===== src/rtl/mc_ctrl_pkg.sv =====
// Package: shared types and encodings for the multicycle sequencer.
// Assumes a 6-bit opcode field and 2-bit multiplexer selects.
package mc_ctrl_pkg;
    localparam int OP_W  = 6;
    localparam int SEL_W = 2;
    localparam int ST_W  = 4;

    localparam logic [OP_W-1:0] OPC_RTYPE = 6'h00;
    localparam logic [OP_W-1:0] OPC_LOAD  = 6'h23;
    localparam logic [OP_W-1:0] OPC_STORE = 6'h2B;
    localparam logic [OP_W-1:0] OPC_BEQ   = 6'h04;

    localparam logic [SEL_W-1:0] SRCB_REG  = 2'b00;
    localparam logic [SEL_W-1:0] SRCB_FOUR = 2'b01;
    localparam logic [SEL_W-1:0] SRCB_IMM  = 2'b10;
    localparam logic [SEL_W-1:0] SRCB_IMM4 = 2'b11;

    localparam logic [SEL_W-1:0] ALU_ADD   = 2'b00;
    localparam logic [SEL_W-1:0] ALU_SUB   = 2'b01;
    localparam logic [SEL_W-1:0] ALU_FUNCT = 2'b10;

    localparam logic [SEL_W-1:0] PCS_ALU    = 2'b00;
    localparam logic [SEL_W-1:0] PCS_ALUOUT = 2'b01;

    typedef enum logic [ST_W-1:0] {
        ST_FETCH  = 4'd0,
        ST_DECODE = 4'd1,
        ST_ADDR   = 4'd2,
        ST_EXEC   = 4'd3,
        ST_BRANCH = 4'd4,
        ST_LDMEM  = 4'd5,
        ST_STMEM  = 4'd6,
        ST_RWB    = 4'd7,
        ST_LWB    = 4'd8
    } seq_state_t;

    typedef struct packed {
        logic             pc_wr;
        logic             pc_wr_cond;
        logic             addr_sel;
        logic             mem_rd;
        logic             mem_wr;
        logic             ir_wr;
        logic             rf_wr;
        logic             wreg_sel;
        logic             wdata_sel;
        logic             alu_src_a;
        logic [SEL_W-1:0] alu_src_b;
        logic [SEL_W-1:0] alu_op;
        logic [SEL_W-1:0] pc_src;
    } ctrl_word_t;
endpackage


===== src/rtl/mc_state_reg.sv =====
// Module: state register of the sequencer.
// Assumes a synchronous active-low reset that forces the fetch state.
module mc_state_reg
    import mc_ctrl_pkg::*;
(
    input  logic       clk,
    input  logic       rst_n,
    input  seq_state_t nxt,
    output seq_state_t cur
);
    // Purpose: hold the current state and restart at fetch on reset.
    always_ff @(posedge clk) begin
        if (!rst_n) cur <= ST_FETCH;
        else        cur <= nxt;
    end

    // any edge with reset low leaves the machine in fetch.
    assert_reset_fetch_R1: assert property (@(posedge clk)
        !rst_n |=> cur == ST_FETCH);
endmodule


===== src/rtl/mc_next_state.sv =====
// Module: next-state logic. The opcode is read only in decode and in
// address compute; every other state has a fixed successor.
// Assumes the opcode is held stable for the whole instruction.
module mc_next_state
    import mc_ctrl_pkg::*;
(
    input  logic            clk,
    input  logic            rst_n,
    input  seq_state_t      cur,
    input  logic [OP_W-1:0] opcode,
    output seq_state_t      nxt
);
    // Purpose: choose the successor state from the state and opcode.
    always_comb begin
        nxt = ST_FETCH;
        case (cur)
            ST_FETCH:  nxt = ST_DECODE;
            ST_DECODE: begin
                if (opcode == OPC_RTYPE)                            nxt = ST_EXEC;
                else if (opcode == OPC_LOAD || opcode == OPC_STORE) nxt = ST_ADDR;
                else if (opcode == OPC_BEQ)                         nxt = ST_BRANCH;
                else                                                nxt = ST_FETCH;
            end
            ST_ADDR:   nxt = (opcode == OPC_LOAD) ? ST_LDMEM : ST_STMEM;
            ST_EXEC:   nxt = ST_RWB;
            ST_LDMEM:  nxt = ST_LWB;
            default:   nxt = ST_FETCH;
        endcase
    end

    // fetch is always followed by decode.
    assert_fetch_then_decode_R3: assert property (@(posedge clk) disable iff (!rst_n)
        cur == ST_FETCH |=> cur == ST_DECODE);
    // an unrecognised opcode leaves decode straight for fetch.
    assert_unknown_to_fetch_R4: assert property (@(posedge clk) disable iff (!rst_n)
        (cur == ST_DECODE && opcode != OPC_RTYPE && opcode != OPC_LOAD &&
         opcode != OPC_STORE && opcode != OPC_BEQ) |=> cur == ST_FETCH);
    // a load moves from address compute to the memory read.
    assert_load_path_R7: assert property (@(posedge clk) disable iff (!rst_n)
        (cur == ST_ADDR && opcode == OPC_LOAD) |=> cur == ST_LDMEM);
endmodule


===== src/rtl/mc_out_decode.sv =====
// Module: Moore output decoder, one control word per state.
// Assumes inactive selects default to zero.
module mc_out_decode
    import mc_ctrl_pkg::*;
(
    input  seq_state_t cur,
    output ctrl_word_t ctl
);
    // Purpose: map the state to the datapath control word.
    always_comb begin
        ctl = '0;
        case (cur)
            ST_FETCH: begin
                ctl.mem_rd    = 1'b1;
                ctl.ir_wr     = 1'b1;
                ctl.alu_src_b = SRCB_FOUR;
                ctl.alu_op    = ALU_ADD;
                ctl.pc_src    = PCS_ALU;
                ctl.pc_wr     = 1'b1;
            end
            ST_DECODE: begin
                ctl.alu_src_b = SRCB_IMM4;
                ctl.alu_op    = ALU_ADD;
            end
            ST_ADDR: begin
                ctl.alu_src_a = 1'b1;
                ctl.alu_src_b = SRCB_IMM;
                ctl.alu_op    = ALU_ADD;
            end
            ST_EXEC: begin
                ctl.alu_src_a = 1'b1;
                ctl.alu_src_b = SRCB_REG;
                ctl.alu_op    = ALU_FUNCT;
            end
            ST_BRANCH: begin
                ctl.alu_src_a  = 1'b1;
                ctl.alu_src_b  = SRCB_REG;
                ctl.alu_op     = ALU_SUB;
                ctl.pc_wr_cond = 1'b1;
                ctl.pc_src     = PCS_ALUOUT;
            end
            ST_LDMEM: begin
                ctl.mem_rd   = 1'b1;
                ctl.addr_sel = 1'b1;
            end
            ST_STMEM: begin
                ctl.mem_wr   = 1'b1;
                ctl.addr_sel = 1'b1;
            end
            ST_RWB: begin
                ctl.rf_wr    = 1'b1;
                ctl.wreg_sel = 1'b1;
            end
            ST_LWB: begin
                ctl.rf_wr     = 1'b1;
                ctl.wdata_sel = 1'b1;
            end
            default: ctl = '0;
        endcase
    end

    // Purpose: guard the single memory port against double use.
    always_comb begin
        assert_one_mem_R10: assert (!(ctl.mem_rd && ctl.mem_wr));
        assert_mem_vs_rf_R10: assert (!((ctl.mem_rd || ctl.mem_wr) && ctl.rf_wr));
    end
endmodule


===== src/rtl/mc_seq_ctrl.sv =====
// Module: top of the multicycle sequencer control. Joins the state
// register, next-state logic and output decoder, and flattens the
// control word onto plain ports.
// Assumes opcode comes from the instruction register and is stable
// from decode until the instruction ends.
module mc_seq_ctrl
    import mc_ctrl_pkg::*;
(
    input  logic             clk,
    input  logic             rst_n,
    input  logic [OP_W-1:0]  opcode,
    output logic             pc_wr,
    output logic             pc_wr_cond,
    output logic             addr_sel,
    output logic             mem_rd,
    output logic             mem_wr,
    output logic             ir_wr,
    output logic             rf_wr,
    output logic             wreg_sel,
    output logic             wdata_sel,
    output logic             alu_src_a,
    output logic [SEL_W-1:0] alu_src_b,
    output logic [SEL_W-1:0] alu_op,
    output logic [SEL_W-1:0] pc_src
);
    seq_state_t cur_st;
    seq_state_t nxt_st;
    ctrl_word_t ctl;

    mc_state_reg u_state (
        .clk   (clk),
        .rst_n (rst_n),
        .nxt   (nxt_st),
        .cur   (cur_st)
    );

    mc_next_state u_next (
        .clk    (clk),
        .rst_n  (rst_n),
        .cur    (cur_st),
        .opcode (opcode),
        .nxt    (nxt_st)
    );

    mc_out_decode u_dec (
        .cur (cur_st),
        .ctl (ctl)
    );

    // Purpose: drive the ports from the control word.
    always_comb begin
        pc_wr      = ctl.pc_wr;
        pc_wr_cond = ctl.pc_wr_cond;
        addr_sel   = ctl.addr_sel;
        mem_rd     = ctl.mem_rd;
        mem_wr     = ctl.mem_wr;
        ir_wr      = ctl.ir_wr;
        rf_wr      = ctl.rf_wr;
        wreg_sel   = ctl.wreg_sel;
        wdata_sel  = ctl.wdata_sel;
        alu_src_a  = ctl.alu_src_a;
        alu_src_b  = ctl.alu_src_b;
        alu_op     = ctl.alu_op;
        pc_src     = ctl.pc_src;
    end

    // a PC increment is never repeated in consecutive cycles.
    assert_no_double_fetch_R2: assert property (@(posedge clk) disable iff (!rst_n)
        pc_wr |=> !pc_wr && !ir_wr);
    // the cycle after an instruction load computes the branch target.
    assert_decode_target_R3: assert property (@(posedge clk) disable iff (!rst_n)
        ir_wr |=> (alu_src_b == SRCB_IMM4 && !alu_src_a && !mem_rd && !mem_wr));
    // a conditional PC update ends the instruction.
    assert_branch_ends_R5: assert property (@(posedge clk) disable iff (!rst_n)
        pc_wr_cond |=> ir_wr);
    // a store ends right after its memory write.
    assert_store_ends_R8: assert property (@(posedge clk) disable iff (!rst_n)
        mem_wr |=> ir_wr);
    // a register-file write always ends the instruction.
    assert_wb_ends_R9: assert property (@(posedge clk) disable iff (!rst_n)
        rf_wr |=> ir_wr);
endmodule


===== config.mk =====
export PLATFORM = sky130hd
export DESIGN_NAME = mc_seq_ctrl
export DESIGN_NICKNAME = d
export VERILOG_FILES = /design/src/rtl/mc_ctrl_pkg.sv /design/src/rtl/mc_state_reg.sv /design/src/rtl/mc_next_state.sv /design/src/rtl/mc_out_decode.sv /design/src/rtl/mc_seq_ctrl.sv
export SDC_FILE = /design/constraint.sdc
export NUM_CORES = 1
export LEC_CHECK = 0
export BUFFER_PORTS_ARGS = -buffer_cell sky130_fd_sc_hd__buf_2
export CAP_MARGIN = 20
export CELL_PAD_IN_SITES_DETAIL_PLACEMENT = 1
export CELL_PAD_IN_SITES_GLOBAL_PLACEMENT = 2
export CORE_MARGIN = 5
export CORE_UTILIZATION = 19
export CTS_CLUSTER_DIAMETER = 40
export DETAILED_ROUTE_END_ITERATION = 6
export PLACE_DENSITY_LB_ADDON = 0.3
export REMOVE_ABC_BUFFERS = 1
export SETUP_SLACK_MARGIN = 0.02
export SYNTH_ARGS = -nofsm -noshare
export SYNTH_HDL_FRONTEND = slang
export SYNTH_SLANG_ARGS = --single-unit

===== constraint.sdc =====
create_clock -name clk -period 3.2 [get_ports clk]
set_input_delay 0.16 -clock clk [delete_from_list [all_inputs] [get_ports clk]]
set_output_delay 0.16 -clock clk [all_outputs]
set_load 0.02 [all_outputs]

After elaboration in Yosys (flattened, before gate mapping) --
Index checks and enable logic that the tools add are counted.
Operators by class: reduce and logical (&&, ||, !) cells 7, muxes and demuxes 16, equal/unequal tests 11
Operators by type and width (count):
- $pmux 4 s5 | 2
- $eq 4x3->1 const B | 4
- $eq 6x6->1 const B | 2
- $mux 1 | 10
- $eq 4x2->1 const B | 2
- $mux 4 | 2
- $eq 6x3->1 const B | 1
- $logic_not 6->1 | 1
- $reduce_or 2->1 | 3
- $eq 4x1->1 const B | 1
- $eq 4x4->1 const B | 1
- $logic_not 4->1 | 1
- $mux 3 | 1
- $reduce_or 3->1 | 1
- $mux 2 | 1
- $logic_or 1x1->1 | 1
Storage, ports and cells: bits of input ports 8, word-level logic and storage cells 35, register bits 4

Depth between registers and ports, before layout --
Gate-level depths: netlist of the first run.
depth in word-level cells 5, mapped depth 4

Modules after synthesis --
From an unflattened synthesis of the first run, not the netlist that was laid out.
Second synthesis, totals: cells, all modules 51, area, all modules 431.7 um^2
Modules (own cells, without submodules):
- mc_out_decode | instances 1, cells each 26, area each 200.2 um^2, seq. area each 0.0 um^2
- mc_next_state | instances 1, cells each 17, area each 126.4 um^2, seq. area each 0.0 um^2
- mc_state_reg | instances 1, cells each 8, area each 105.1 um^2, seq. area each 80.1 um^2

Worst setup path after synthesis of the first run --
Ideal clock, no wire load.
path kind reg2out, start point register u_state.cur[2], end point output port rf_wr, data required time 3.040 ns, path slack 1.458 ns, data arrival time 1.582 ns, buffers on the path 1, stages on the path, launching flop included 4, path through dfxtp_1 buf_2 nor4b_1 or2_2
Between the ends: longest elaborated chain between the ends 3, elaborated cells between the ends (all ways) 4, classes of those cells eq/ne (2); mux (1); reduce/logical (1)
Ends and longest elaborated chain:
- start: declaration | line mc_state_reg.sv:9 | output seq_state_t cur
- start signal: assignment | line mc_state_reg.sv:14 | else cur <= nxt;
- $eq 4x3->1 / $eq 4x4->1 (equally long branches) | line mc_out_decode.sv:12 | case (cur)
- $reduce_or 2->1 (no source line) (*)
- $mux 1 (*) | line mc_out_decode.sv:12
- end: declaration | line mc_seq_ctrl.sv:18 | output logic rf_wr,
Every way passes the cells marked *; elsewhere a longest branch is shown, timed or not.

Worst setup path after layout of the first run --
start point register u_state.cur[3], end point output port rf_wr
The elaborated chain is that of the path after synthesis.

==> insert_results.sql, run 1 <==
INSERT INTO impl_metrics (metric_group, metric, value, unit) VALUES
('final_layout', 'top_register', 'u_state.cur', ''),
('critical_path', 'max_incr_delay_on_cp', '470', 'ps'),
('synthesis', 'share_of_the_synthesized_area_in_the_top_cell_type', '23.0', '%'),
('critical_path', 'worst_path_dominant_cell_family', 'simple AND/OR/NAND/NOR gates', ''),
('synthesis', 'post_synth_edffs', '0', ''),
('critical_path', 'worstSetupPathDepth', '4', ''),
('floorplan', 'die_area', '0.00279', 'mm^2'),
('critical_path', 'timing.critical_path.cells', 'nand2b_1 -> nor2_1 -> or2_2 -> buf_2', ''),
('critical_path', 'critical_path.startpoint', 'u_state.cur[3]$_SDFF_PN0_', ''),
('final_layout', 'areaGrowthSynthToFinish', '35.3', '%'),
('drt', 'routed_wl', '969', 'um'),
('synthesis', 'netlist_area', '348', 'um^2'),
('sta', 'setup_viol', '0', ''),
('critical_path', 'regToRegStartpoint', 'u_state.cur[0]$_SDFF_PN0_', ''),
('critical_path', 'crit_path_max_fanout', '9', ''),
('placement', 'placement.io_buffers', '22', ''),
('critical_path', 'worstPathBufferInverterCount', '1', ''),
('min_path', 'min-delay-path-class', 'primary input to flip-flop', ''),
('drt', 'route.antenna.remaining_nets', '0', ''),
('sta', 'finClkSkew', '1.10', 'ps'),
('floorplan', 'initial_core_util', '20.1', '%'),
('critical_path', 'r2r_setup_slack', '1800', 'ps'),
('power', 'share_seq_of_total_power', '37.3', '%'),
('final_layout', 'reg.largest.list', 'u_state.cur (4)', ''),
('critical_path', 'timing.critical_path.arrival', '1480', 'ps'),
('critical_path', 'r2r_cells', '3', ''),
('flow_run', 'cap_viol_max_count', '0', ''),
('sta', 'final.min_clock_period', '1640', 'ps'),
('clocking', 'clk_root_buffer_cell', 'clkbuf_4', ''),
('final_layout', 'number_of_flip_flops_under_the_largest_register_name', '4', ''),
('synthesis', 'synthTopCellsByArea', 'dfxtp_1, nor3_1, nor2_1', ''),
('synthesis', 'synth_top_area_cell', 'dfxtp_1', ''),
('clocking', 'cts_hold_repair.buffers', '0', ''),
('global_route', 'global_route_wire_length_before_repair', '1.69', 'mm'),
('drt', 'first_pass_iters', '3', ''),
('critical_path', 'slowest_stage', 'dfxtp_1', ''),
('clocking', 'clkLatencyLatePin', '230', 'ps'),
('global_route', 'groute.usage.overall', '8.14', '%'),
('synthesis', 'synth.yosys.warnings', '0', ''),
('clocking', 'clock_tree_from_tritoncts', 'built', ''),
('sta', 'fin_crit_sh', '51.1', '%'),
('power', 'netSwitchingPower', '0.0444', 'mW'),
('synthesis', 'proportion_of_synthesized_flip_flops_having_asynchronous_set_or_reset', '0', '%'),
('synthesis', 'ys_seq_area_share', '23.0', '%'),
('sta', 'tns', '0', 'ps'),
('drt', 'drt-initial-drc-count', '1', ''),
('critical_path', 'worst_setup_path_start_kind', 'flip-flop', ''),
('clocking', 'postCtsSetupRepairBufs', '0', ''),
('final_layout', 'layout-drive-gt1-share', '39.7', '%'),
('placement', 'hpwl', '798', 'um'),
('power', 'p_per_area', '325', 'mW/mm^2'),
('sta', 'hold_viol_final', '0', ''),
('synthesis', 'register_bit_count_reported_by_yosys', '4', ''),
('final_layout', 'n_antenna_cell', '0', ''),
('power', 'clock_power_share', '38.9', '%'),
('clocking', 'post_cts.resized_instances', '0', ''),
('clocking', 'cts.clk_slew.worst_paths', '30', 'ps'),
('power', 'cellInternalPower', '0.108', 'mW'),
('outcome', 'status', 'finished clean', ''),
('power', 'leakagePower', '0.227', 'nW'),
('power', 'ir_drop', '0.0000946', 'V'),
('clocking', 'tritoncts_num_sinks', '4', ''),
('power', 'comb_power_share', '23.8', '%'),
('floorplan', 'coreArea', '0.00173', 'mm^2'),
('synthesis', 'number_of_cells_produced_by_synthesis', '50', ''),
('placement', 'placer_congestion', '0.690', ''),
('sta', 'grt_setup_unrepaired', 'false', ''),
('critical_path', 'rr_endpoint', 'u_state.cur[0]$_SDFF_PN0_', ''),
('critical_path', 'crit_path_end_kind', 'output pin', ''),
('drt', 'drc', '0', ''),
('power', 'sw_frac_of_total', '29.1', '%');
==> through the flow <==
step	setup slack [ps]	total power, mW	hold slack (ps)	std cells	area (um^2)
after floorplan	1380	0.0794	274	43	307
after global placement	1800	0.0947	417	90	448
after detailed placement	1790	0.0947	414	90	448
after CTS	1530	0.157	167	93	470
after global routing	1450	0.161	191	93	470
final	1560	0.153	171	93	470
==> kinds of logic (layout without fill, tap and decap cells) <==
family / Yosys count / after routing / synth area share (%)
AO/OA/AOI/OAI: 6 / 6 / 12.9
XOR/XNOR: 2 / 2 / 5.04
other: 1 / 1 / 1.08
buffers and inverters: 8 / 26 / 12.9
multiplexers: 1 / 1 / 2.88
flip-flops: 4 / 4 / 23.0
AND/OR/NAND/NOR: 28 / 28 / 42.1
==> layout by cell type, fill, tap and decap left out, types with 2 or more instances in the layout <==
cell type,synthesis,layout
buf_2,3,22
nor2_1,8,8
nor3_1,6,6
dfxtp_1,4,4
nand2_1,3,3
clkbuf_4,0,3
nor4_1,2,2
==> layer usage <==
metal | part of all wire, % | global-route usage (%)
met1 | 48 | 11.2
met2 | 44 | 11.0
met3 | 7.4 | 1.14
met4 | 0 | 6.38
met5 | 0 | 0
==> cell type report <==
class,count,area (um^2)
clock buffer,3,22.5
fill,236,1260
inverter,1,3.75
multi-input combinational,38,223
sequential,4,80.1
tap,25,31.3
timing repair buffer,22,110
==> cells in the mapped netlist (all sizes together), types with 2 or more instances <==
cell,n
dfxtp,4
nand2,3
a21oi,2
buf,6
nor3,6
nor2,8
nor4,2
==> how the worst min path moves through the flow <==
stage,to,depth (start not counted),from
CTS,u_state.cur[3]$_SDFF_PN0_,3,rst_n
global route,u_state.cur[3]$_SDFF_PN0_,3,rst_n
detailed placement,u_state.cur[3]$_SDFF_PN0_,3,rst_n
global placement,u_state.cur[3]$_SDFF_PN0_,3,rst_n
floorplan,u_state.cur[3]$_SDFF_PN0_,2,rst_n
finish,u_state.cur[3]$_SDFF_PN0_,3,rst_n
==> worst register-to-register path: cells and delay by family, from the launching register on <==
| kind | cells | cell delay, ps |
|---|---|---|
| DFF | 1 | 430 |
| and+or+nand+nor | 1 | 590 |
| AOI/OAI and AO/OA | 2 | 320 |
==> power groups by stage <==
stage	clock, mW	sequential [mW]	combinational, mW
final	0.0593	0.0570	0.0363
after global routing	0.0635	0.0577	0.0402
after CTS	0.0634	0.0570	0.0368
after detailed placement	0	0.0579	0.0368
after global placement	0	0.0577	0.0371
after floorplan	0	0.0563	0.0231
Note: power is estimated with default switching activity, not from simulation.
==> run 2, diff against run 1 <==
Settings changed: CORE_UTILIZATION 19 to 18.
Clock period 3.2 ns to 1.65 ns, I/O delays scaled along.
==> insert_results.sql, run 2 (same netlist as run 1, synthesis figures left out) <==
INSERT INTO impl_metrics (metric_group, metric, value, unit) VALUES
('sta', 'timing.slew.headroom', '66.6', '%'),
('clocking', 'cts_max_level', '1', ''),
('critical_path', 'timing.critical_path.cells', 'nor4b_1 -> or2_2 -> buf_2', ''),
('outcome', 'status', 'finished clean', ''),
('sta', 'finalMaxSlewViolations', '0', ''),
('clocking', 'cts.clk_slew.worst_paths', '40', 'ps'),
('clocking', 'post_cts.resized_instances', '0', ''),
('power', 'share_seq_of_total_power', '33.7', '%'),
('drt', 'routed_wl', '1.01', 'mm'),
('placement', 'placement.io_buffers', '22', ''),
('critical_path', 'slowest_stage', 'dfxtp_1', ''),
('final_layout', 'design_area', '482', 'um^2'),
('sta', 'fin_ws', '150', 'ps'),
('power', 'clock_power_share', '39.4', '%'),
('clocking', 'clk_root_buffer_cell', 'clkbuf_4', ''),
('final_layout', 'layout-drive-gt1-share', '42.0', '%'),
('sta', 'setup_viol', '0', ''),
('global_route', 'grt-ovfl-total', '0', ''),
('final_layout', 'core_utilization_of_the_finished_layout', '25.3', '%'),
('global_route', 'groute.usage.overall', '8.03', '%'),
('floorplan', 'fp-row-count', '16', ''),
('critical_path', 'crit_path_end_kind', 'output pin', ''),
('clocking', 'tritoncts_num_sinks', '4', ''),
('placement', 'dpl_worst_slack', '368', 'ps'),
('drt', 'drt-initial-drc-count', '8', ''),
('placement', 'placer_congestion', '0.646', ''),
('floorplan', 'die_width', '54.0', 'um'),
('clocking', 'postCtsSetupRepairBufs', '0', ''),
('final_layout', 'number_of_flip_flops_under_the_largest_register_name', '4', ''),
('critical_path', 'max_incr_delay_on_cp', '600', 'ps'),
('sta', 'grt_setup_unrepaired', 'false', ''),
('clocking', 'cts_inserted_buffers', '3', ''),
('critical_path', 'worst_setup_path_start_kind', 'flip-flop', ''),
('final_layout', 'layout.cells.most_common_list', 'buf_2, nor2_1, nor3_1', ''),
('power', 'netSwitchingPower', '0.0939', 'mW'),
('power', 'cellInternalPower', '0.213', 'mW'),
('min_path', 'min-delay-path-class', 'primary input to flip-flop', ''),
('placement', 'post_dp_cell_area', '458', 'um^2'),
('critical_path', 'setup.worst_path.class', 'flip-flop to output pin', ''),
('floorplan', 'initial_core_util', '18.3', '%'),
('power', 'comb_power_share', '26.8', '%'),
('sta', 'finClkSkew', '2.38', 'ps'),
('clocking', 'cts_hold_repair.buffers', '0', ''),
('global_route', 'grt_antenna_before_repair', '0', ''),
('sta', 'tightestPinTransition', '496', 'ps'),
('power', 'ir_drop', '0.000165', 'V'),
('final_layout', 'top_register', 'u_state.cur', ''),
('critical_path', 'worstPathBufferInverterCount', '1', ''),
('floorplan', 'coreArea', '0.00190', 'mm^2'),
('drt', 'drc', '0', ''),
('drt', 'routed-via-count', '389', ''),
('final_layout', 'finalNetCount', '79', ''),
('sta', 'hold_viol_final', '0', ''),
('drt', 'wire_per_inst', '10.5', 'um'),
('final_layout', 'areaGrowthSynthToFinish', '38.5', '%'),
('critical_path', 'worst_ep_required_time', '1570', 'ps'),
('placement', 'hpwl', '800', 'um'),
('critical_path', 'crit_path_max_fanout', '14', ''),
('sta', 'fin_crit_sh', '90.9', '%'),
('drt', 'first_pass_iters', '4', ''),
('final_layout', 'reg.largest.list', 'u_state.cur (4)', ''),
('power', 'p_per_area', '637', 'mW/mm^2'),
('critical_path', 'worst_path_dominant_cell_family', 'flip-flops', ''),
('critical_path', 'timing.critical_path.arrival', '1420', 'ps'),
('clocking', 'cts.path.max_buffers', '2', ''),
('global_route', 'grt_pass1_vias', '396', ''),
('floorplan', 'dieHeight', '54.0', 'um'),
('clocking', 'clkLatencyLatePin', '230', 'ps'),
('power', 'sw_frac_of_total', '30.6', '%'),
('sta', 'fmaxAchievable', '667', 'MHz'),
('drt', 'route.antenna.remaining_nets', '0', ''),
('global_route', 'global_route_wire_length_before_repair', '1.66', 'mm'),
('power', 'leakagePower', '0.232', 'nW'),
('final_layout', 'n_antenna_cell', '0', ''),
('drt', 'detail_route.vias_per_cell', '4.05', ''),
('flow_run', 'cap_viol_max_count', '0', ''),
('floorplan', 'boundaryPins', '24', ''),
('floorplan', 'die_area', '0.00291', 'mm^2'),
('sta', 'final.min_clock_period', '1500', 'ps'),
('global_route', 'largest_net_degree_at_the_start_of_global_routing', '15', ''),
('clocking', 'clock_tree_from_tritoncts', 'built', ''),
('final_layout', 'layout.cells.most_common', 'buf_2', '');
==> run 2: changes by cell type in the layout (fill, tap and decap cells not counted) <==
cell / before / now
dfxtp_2: 0 / 1
dfxtp_1: 4 / 3
buf_4: 0 / 1
==> run 2: worst paths after layout <==
path,from,end,slack (ps),cells after the start
max,u_state.cur[1]$_SDFF_PN0_,rf_wr,150,3
min,rst_n,u_state.cur[3]$_SDFF_PN0_,80,3
max reg2reg,u_state.cur[1]$_SDFF_PN0_,u_state.cur[0]$_SDFF_PN0_,420,3
min reg2reg,u_state.cur[3]$_SDFF_PN0_,u_state.cur[0]$_SDFF_PN0_,650,3
==> run 2: per-stage QoR <==
stage | std cells | hold slack [ps] | power, mW | setup TNS, ps
6_report | 96 | 82.6 | 0.307 | 0
3_5_place_dp | 93 | 332 | 0.189 | 0
3_3_place_gp | 93 | 336 | 0.188 | 0
4_1_cts | 96 | 84.1 | 0.316 | 0
2_1_floorplan | 43 | 196 | 0.154 | -194
5_1_grt | 96 | 97.0 | 0.333 | 0
==> run 2: power groups by stage <==
| stage | registers [mW] | clock network [mW] | logic [mW] |
|---|---|---|---|
| after CTS | 0.103 | 0.128 | 0.0840 |
| after global routing | 0.104 | 0.138 | 0.0910 |
| after global placement | 0.105 | 0 | 0.0832 |
| final | 0.103 | 0.121 | 0.0824 |
| after detailed placement | 0.105 | 0 | 0.0838 |
| after floorplan | 0.109 | 0 | 0.0447 |
==> run 2: tightest hold or removal path: stages <==
cell     delay, ps
buf_2          110
nand2_1         50
nor2_1          30
==> run 2: area by class of cell <==
cell class | instances | area (um^2)
fillers | 251 | 1420
flip-flops and latches | 4 | 81.3
inverters | 1 | 3.75
well taps | 27 | 33.8
repair buffers | 23 | 118
multi-input cells | 38 | 223
clock buffers | 3 | 22.5
==> run 2: layer usage <==
| metal | wire (um) | track usage, % | up-vias |
|---|---|---|---|
| li1 | - | - | 210 |
| met1 | 466 | 10.1 | 163 |
| met2 | 448 | 11.7 | 16 |
| met3 | 90 | 0.831 | 0 |
| met4 | 0 | 7.66 | 0 |
| met5 | 0 | 0 | - |
